===== config.mk =====
export PLATFORM = sky130hd
export DESIGN_NAME = pin_change_notifier
export DESIGN_NICKNAME = d
export VERILOG_FILES = /design/src/rtl/pin_change_notifier.sv
export SDC_FILE = /design/constraint.sdc
export NUM_CORES = 1
export LEC_CHECK = 0
export BUFFER_PORTS_ARGS = -buffer_cell sky130_fd_sc_hd__buf_2
export CAP_MARGIN = 20
export CORE_MARGIN = 2
export CORE_UTILIZATION = 40
export DETAILED_ROUTE_END_ITERATION = 10
export HOLD_SLACK_MARGIN = 0.12
export PLACE_DENSITY = 0.65
export SLEW_MARGIN = 0
export SYNTH_ARGS = -nofsm -noshare
export SYNTH_HDL_FRONTEND = slang
export SYNTH_SLANG_ARGS = --single-unit

===== constraint.sdc =====
create_clock -name clk -period 1.33 [get_ports clk]
set_clock_uncertainty 0.2 [all_clocks]
set_input_delay 0.0665 -clock clk [delete_from_list [all_inputs] [get_ports clk]]
set_output_delay 0.0665 -clock clk [all_outputs]
set_load 0.1 [all_outputs]

===== src/rtl/pin_change_notifier.sv =====
module pin_change_notifier #(
  parameter int W = 16
) (
  input  logic         clk,
  input  logic         rst_n,
  input  logic [W-1:0] pins_in,
  input  logic         idle_in,
  input  logic         ctl_we,
  input  logic [15:0]  ctl_wdata,
  output logic [15:0]  ctl_q,
  input  logic         ena_we,
  input  logic         enb_we,
  input  logic         flag_clr_we,
  input  logic [W-1:0] cfg_wdata,
  input  logic         pin_rd,
  output logic [W-1:0] pin_rdata,
  output logic [W-1:0] flags_q,
  output logic         irq
);
  localparam int ON_BIT   = 15;
  localparam int IDLE_BIT = 13;
  localparam int EDGE_BIT = 11;

  logic on_q, sidl_q, edge_q;
  logic [W-1:0] ena_q, enb_q, samp_q, prev_q, ref_q, hit, flags_d;
  logic active;

  always_ff @(posedge clk or negedge rst_n) begin
    if (!rst_n) begin
      on_q   <= 1'b0;
      sidl_q <= 1'b0;
      edge_q <= 1'b0;
      ena_q  <= '0;
      enb_q  <= '0;
    end else begin
      if (ctl_we) begin
        on_q   <= ctl_wdata[ON_BIT];
        sidl_q <= ctl_wdata[IDLE_BIT];
        edge_q <= ctl_wdata[EDGE_BIT];
      end
      if (ena_we) ena_q <= cfg_wdata;
      if (enb_we) enb_q <= cfg_wdata;
    end
  end

  always_comb begin
    ctl_q = '0;
    ctl_q[ON_BIT]   = on_q;
    ctl_q[IDLE_BIT] = sidl_q;
    ctl_q[EDGE_BIT] = edge_q;
  end

  always_ff @(posedge clk or negedge rst_n) begin
    if (!rst_n) begin
      samp_q <= '0;
      prev_q <= '0;
      ref_q  <= '0;
    end else begin
      samp_q <= pins_in;
      prev_q <= samp_q;
      if (pin_rd) ref_q <= samp_q;
    end
  end

  assign active = on_q && !(sidl_q && idle_in);
  assign hit = edge_q ? ((ena_q & samp_q & ~prev_q) | (enb_q & ~samp_q & prev_q))
                      : (ena_q & (samp_q ^ ref_q));

  always_comb begin
    flags_d = flags_q;
    if (edge_q) begin
      if (flag_clr_we) flags_d = flags_d & ~cfg_wdata;
    end else if (pin_rd) begin
      flags_d = '0;
    end
    if (active && !(pin_rd && !edge_q)) flags_d = flags_d | hit;
  end

  always_ff @(posedge clk or negedge rst_n) begin
    if (!rst_n) flags_q <= '0;
    else        flags_q <= flags_d;
  end

  assign pin_rdata = samp_q;
  assign irq = |flags_q;

  always_comb begin
    a_r1_reserved_zero: assert ((ctl_q & ~16'hA800) == 16'h0000);
  end

  a_r2_off_no_new_flags: assert property (@(posedge clk) disable iff (!rst_n)
    !on_q |=> ((flags_q & ~$past(flags_q)) == '0));

  a_r5_read_clears: assert property (@(posedge clk) disable iff (!rst_n)
    (pin_rd && !edge_q) |=> (flags_q == '0));

  a_r8_idle_halts: assert property (@(posedge clk) disable iff (!rst_n)
    (sidl_q && idle_in) |=> ((flags_q & ~$past(flags_q)) == '0));

  a_r4_irq_follows_flags: assert property (@(posedge clk) disable iff (!rst_n)
    (flags_d != '0) |=> irq);
endmodule


==> results of run 1 <==
logic make-up after synthesis:
family	after synthesis
AOI/OAI and AO/OA	32
xor gates and xnor gates	16
buffers and inverters	32
DFF	99
muxes	51
other	1
and+or+nand+nor	73
registers in the layout, indices dropped and copies added (netlist names):
signal and flops:
pin_rdata 16, enb_q 16, sidl_q 1, ena_q 16, prev_q 16, edge_q 1
on_q 1, flags_q 16, ref_q 16
report_power, final:
| group | switching [mW] | leakage, nW | internal (mW) |
|---|---|---|---|
| Sequential | 0.266 | 1.14 | 3.35 |
| Clock | 1.04 | 0.0926 | 0.920 |
| Combinational | 1.80 | 1.65 | 1.37 |
metrics by stage:
stage	hold WS, ns	setup slack, ns	instances	util (%)
after floorplan	-0.429	-0.785	316	-
after global placement	-0.0871	-0.278	544	54.5
after detailed placement	-0.0832	-0.254	544	54.5
after CTS	0.0500	-0.512	638	66.3
after global routing	0.0677	-0.591	639	66.9
final	0.0364	-0.515	639	66.9
layer usage:
metal  up-vias  wire (um)
li1       1479          -
met1      1621       4520
met2        81       5320
met3        23        378
met4         0        326
met5         -          0
worst reg2reg max path, cell delays in order (launching register included):
cell and delay [ns]:
dfrtp_2 0.47, nand2b_4 0.21, nand3_4 0.20, a31oi_4 0.21
a31o_1 0.13
timing repair:
item / 4_1_cts / 5_1_grt
endpoints found under the setup margin: 51 / 62
pin swaps: 20 / 0
buffers inserted: 28 / 3
resized for setup: 64 / 14
endpoints found under the hold margin: 182 / 99
gates cloned: 1 / 0
path summary, 6_finish.rpt:
check | cells past startpoint | startpoint | endpoint
max in group asynchronous | 3 | rst_n | pin_rdata[11]
worst max register to register | 4 | edge_q | flags_q[14]
worst min-delay path | 3 | rst_n | ref_q[15]
min in group clk | 2 | pins_in[1] | pin_rdata[1]
worst max-delay path | 3 | flags_q[3] | irq
worst min register to register | 1 | enb_q[14] | enb_q[14]
final cells by class:
| cell class | instances | area [um^2] |
|---|---|---|
| flip-flops and latches | 99 | 2570 |
| multi-input cells | 186 | 1680 |
| clock inverters | 4 | 50.0 |
| repair buffers | 202 | 2240 |
| fillers | 710 | 3380 |
| clock buffers | 12 | 145 |
| well taps | 136 | 170 |
cell usage in the layout (no fill, tap or decap), drive strengths merged:
cell / count
dfrtp: 99
and2: 1
clkinvlp: 2
dlygate4sd3: 50
nand2b: 1
xor2: 16
bufinv: 1
nand4b: 32
a31o: 16
nand4: 1
clkbuf: 12
clkinv: 1
nand3: 2
nor4: 4
a31oi: 16
nand2: 17
mux2: 51
buf: 152
conb: 13
nand3b: 16
==> metrics, run 1 <==
via density per instance about 5; Sink Count just under 100; most area-hungry cell type in the Yosys netlist dfrtp_1; global routing usage on met2 roughly 34%; Synth Area in Compound Gates ~5.8%; grt met1 use 24.8%; worst skew pair latency roughly 0.37 ns; reg-to-reg slack, setup -0.14 ns; GR peak layer met2; IO Port Bufs 78; first-pass GRT wire length ~17000 um; Crit Path Category register to output pin; Max IR drop VDD about 740 uV; critical-path cell list nor4_4 > nand4_1 > buf_8; CP max-delay cell dfrtp_2; top cell family by delay on the critical path simple AND/OR/NAND/NOR gates; failing checks negative setup slack; share of cells above drive strength 1 about half; maxcap violations 0; CP Max Fanout 2; Critical Path Start Type register; met3 usage under 10%; Starting Density a little over 40%; WL per Instance 16.5 um; synthesis-stage register bit count 99; Layout Area Growth over Synthesis 64.4%; share of the synthesized area in the top cell type roughly 60%; power density over the cells 1280 nW/um^2; Final WS setup -0.515 ns; XOR/XNOR share of the synthesized area roughly 3.4%; min cycle time layout between 1.5 and 2 ns; RSZ-0062 raised after global routing true; Post-Synth Simple-Gate Area between 10 and 15%; largest family of logic cells by synthesized area multiplexers; Syn Inst Count just over 300; Commonest cells post-synth dfrtp_1, mux2_2, nand4b_1; Top FF cell, synth dfrtp_1; Mean Syn Cell Area approximately 14 um^2; CP max stage delay roughly 0.44 ns; final hold vios 0; Worst Setup End Kind output pin; site row count 37; post-synth cell types 19; DRC errors left 0; Inserted Diodes 0; mux cell area share after synthesis 13.8%; GPL Wtd Cong slightly above 0.7; mapped cell area approximately 4200 um^2; synth warn 0; top post-synthesis cells by area dfrtp_1, mux2_2, nand4b_1; setup violators final 50; clock slew at reported path FFs approximately 0.090 ns; Longest Clk Path Bufs 2; total grt overflow 0; fin area 6850 um^2; Die Area ~11000 um^2; core area between 10000 and 15000 um^2; CP bufs+invs 1; setup TNS -4.67 ns; root buffer cell clkbuf_8; H-tree depth 3; ANT nets after route 0; gr usage total ~20%; Post-synth EDFFs 0; period utilization 139%; final wirelength about 11000 um; via count 3204; Max Fclk 542 MHz; antenna violations before repair 0; pin count of the biggest net entering global routing 71; I/O Pins ~110; Worst EP required 1.06 ns; Initial DRT Pass Iterations 4; TritonCTS clock tree done; hold_buf cts 50; Starting DRT DRC Count roughly 120; Placed Area 5580 um^2; run status finished with violations; # nets final 554; adder-cell share of the synthesized area 0%; vias in the first global route roughly 3400; HP Class input port to asynchronous set/reset pin; post-synthesis async set-or-reset flop share 100%; CP Data Arrival Time between 1.5 and 2 ns; post-detail-place hpwl roughly 6500 um; count leader, synth dfrtp_1; Seq/Total Area, Yosys 59.5%; Pleak 2.89 nW; Power, Total ~8.7 mW; clock buffers created by TritonCTS 9; chip height 106 um; Die W 106 um; pins over their slew limit 0
(Power assumes the default switching activity.)
==> inputs of run 2 (changes only) <==
Settings changed: CORE_ASPECT_RATIO set to 1.25.
==> run 2 against run 1 <==
The run still ends with negative setup slack left; setup slack gained 0.074 ns; wire length is essentially flat; register-to-register slack gained 0.05 ns; power grew 4.7%; flip-flop and latch count is the same; sequential share of layout area grew 0.37 points; first-iteration DRC count grew 10%; clock power grew 21%; critical path type unchanged.
==> metrics, run 2 (synthesis gave the netlist of run 1 again) <==
DRC errors left 0 (unchanged); via density per instance 5.07 (was 5.01); pins over their slew limit 0 (unchanged); CP Data Arrival Time 1.51 ns (was 1.58 ns); Die Area 11300 um^2 (was 11200 um^2); post-detail-place hpwl 6490 um (about the same); pin count of the biggest net entering global routing 65 (was 71); chip height 118 um (was 106 um); crit path from flags_q[5] (was flags_q[3]); via count 3149 (was 3204); TritonCTS clock tree done (unchanged); Max IR drop VDD 930 uV (was 743 uV); Starting Density 41.2% (was 40.7%); min cycle time layout 1.77 ns (was 1.85 ns); Starting DRT DRC Count 130 (was 118); reg-to-reg slack, setup -0.09 ns (was -0.14 ns); core area 10100 um^2 (was 10200 um^2); critical-path cell list nor4_4 > nand4_1 > buf_12 (was nor4_4 > nand4_1 > buf_8); Final WS setup -0.442 ns (was -0.515 ns); Power, Total 9.15 mW (was 8.74 mW); top cell family by delay on the critical path flip-flops (was simple AND/OR/NAND/NOR gates); Worst Setup End Kind output pin (unchanged); maxcap violations 0 (unchanged); H-tree depth 3 (unchanged); share of cells above drive strength 1 50.6% (was 50.1%); vias in the first global route 3386 (was 3432); Initial DRT Pass Iterations 4 (unchanged); antenna violations before repair 0 (unchanged); CP max stage delay 0.49 ns (was 0.44 ns); Layout Area Growth over Synthesis 62.8% (was 64.4%); first-pass GRT wire length 17100 um (was 17300 um); Die W 95.3 um (was 106 um); Crit Path Category register to output pin (unchanged); clock buffers created by TritonCTS 9 (unchanged); IO Port Bufs 78 (unchanged); WL per Instance 17.0 um (was 16.5 um); CP bufs+invs 1 (unchanged); GPL Wtd Cong 0.803 (was 0.721); RSZ-0062 raised after global routing true (unchanged); root buffer cell clkbuf_16 (was clkbuf_8); Layout fillers 697 (was 710); site row count 41 (was 37); # nets final 543 (was 554); final hold vios 0 (unchanged); CP Max Fanout 2 (unchanged); run status finished with violations (unchanged); Inserted Diodes 0 (unchanged); setup TNS -2.52 ns (was -4.67 ns); gr usage total 19.8% (was 20.0%); Critical Path Start Type register (unchanged); total grt overflow 0 (unchanged); period utilization 133% (was 139%); Pleak 2.87 nW (was 2.89 nW); setup violators final 40 (was 50); most frequent cells in the layout dfrtp_1, dlygate4sd3_1, buf_6, buf_2, buf_12 (unchanged); commonest non-fill, non-tap cell in the layout dfrtp_1 (unchanged); I/O Pins 105 (unchanged); Longest Clk Path Bufs 2 (unchanged); clock slew at reported path FFs 0.06 ns (was 0.09 ns); power density over the cells 1350 nW/um^2 (was 1280 nW/um^2); Worst EP required 1.06 ns (about the same); Max Fclk 564 MHz (was 542 MHz); final wirelength 10500 um (about the same); Sink Count 99 (unchanged); HP Class input port to asynchronous set/reset pin (unchanged); ANT nets after route 0 (unchanged); CP max-delay cell dfrtp_4 (was dfrtp_2); worst reg2reg path startpoint pin_rdata[13] (was edge_q); worst skew pair latency 0.33 ns (was 0.37 ns); failing checks negative setup slack (unchanged)
==> run 2: cell count changes in the layout (fill, tap and decap cells not counted), moves of 2 or more <==
cell           delta
buf_4             +3
clkbuf_16         +9
clkbuf_8          -8
dlygate4sd3_1     -8
clkinvlp_4        -2
buf_6             -5
a31oi_2           +2
==> run 2: layout make-up <==
cell class	instances	area (um^2)	area share, %
Clock inverter	2	10.0	0.148
Sequential cell	99	2570	37.9
Multi-Input combinational cell	186	1670	24.6
Tap cell	129	161	2.38
Clock buffer	14	264	3.89
Timing Repair Buffer	191	2110	31.1
==> run 2: power by group <==
part	total, mW	internal, mW	switching (mW)
Sequential	3.63	3.35	0.272
Combinational	3.14	1.34	1.80
Clock	2.38	1.37	1.02
==> run 2: worst paths after layout <==
path / endpoint / cells after the start
max: irq / 3
min: ref_q[4] / 3
max reg2reg: flags_q[13] / 4
min reg2reg: enb_q[7] / 1
max in group asynchronous: pin_rdata[1] / 4
min in group clk: flags_q[15] / 5
==> run 2: worst register-to-register path, stage by stage (launching register included) <==
cell,delay [ns]
dfrtp_4,0.50
buf_6,0.13
nand4b_1,0.21
a31oi_4,0.20
a31o_1,0.12
==> run 2: routing by layer <==
metal  global-route usage [%]  wire (um)  share of wire (%)
met1                     25.2       4340                 41
met2                     33.2       5470                 52
met3                     3.39        490                4.6
met4                     7.79        234                2.2
met5                        0          0                  0
==> run 2: timing repair <==
action / in CTS / in global routing
hold endpoints to repair: 182 / 6
buffers inserted: 27 / 8
hold buffers: 41 / 2
pin swaps: 11 / 7
gates resized for setup: 48 / 31
cloned: 1 / 0
setup endpoints to repair: 42 / 83
==> run 2: through the flow <==
step           hold WS, ns  instance area, um^2  setup slack (ns)  cells  utilization [%]
6_report            0.0931                 6780            -0.442    621             67.1
5_1_grt              0.140                 6780            -0.486    621             67.1
4_1_cts              0.103                 6670            -0.422    619             66.0
3_5_place_dp        -0.295                 5580            -0.224    536             55.2
3_3_place_gp        -0.299                 5580            -0.232    536             55.2
2_1_floorplan       -0.429                 4300            -0.785    316                -
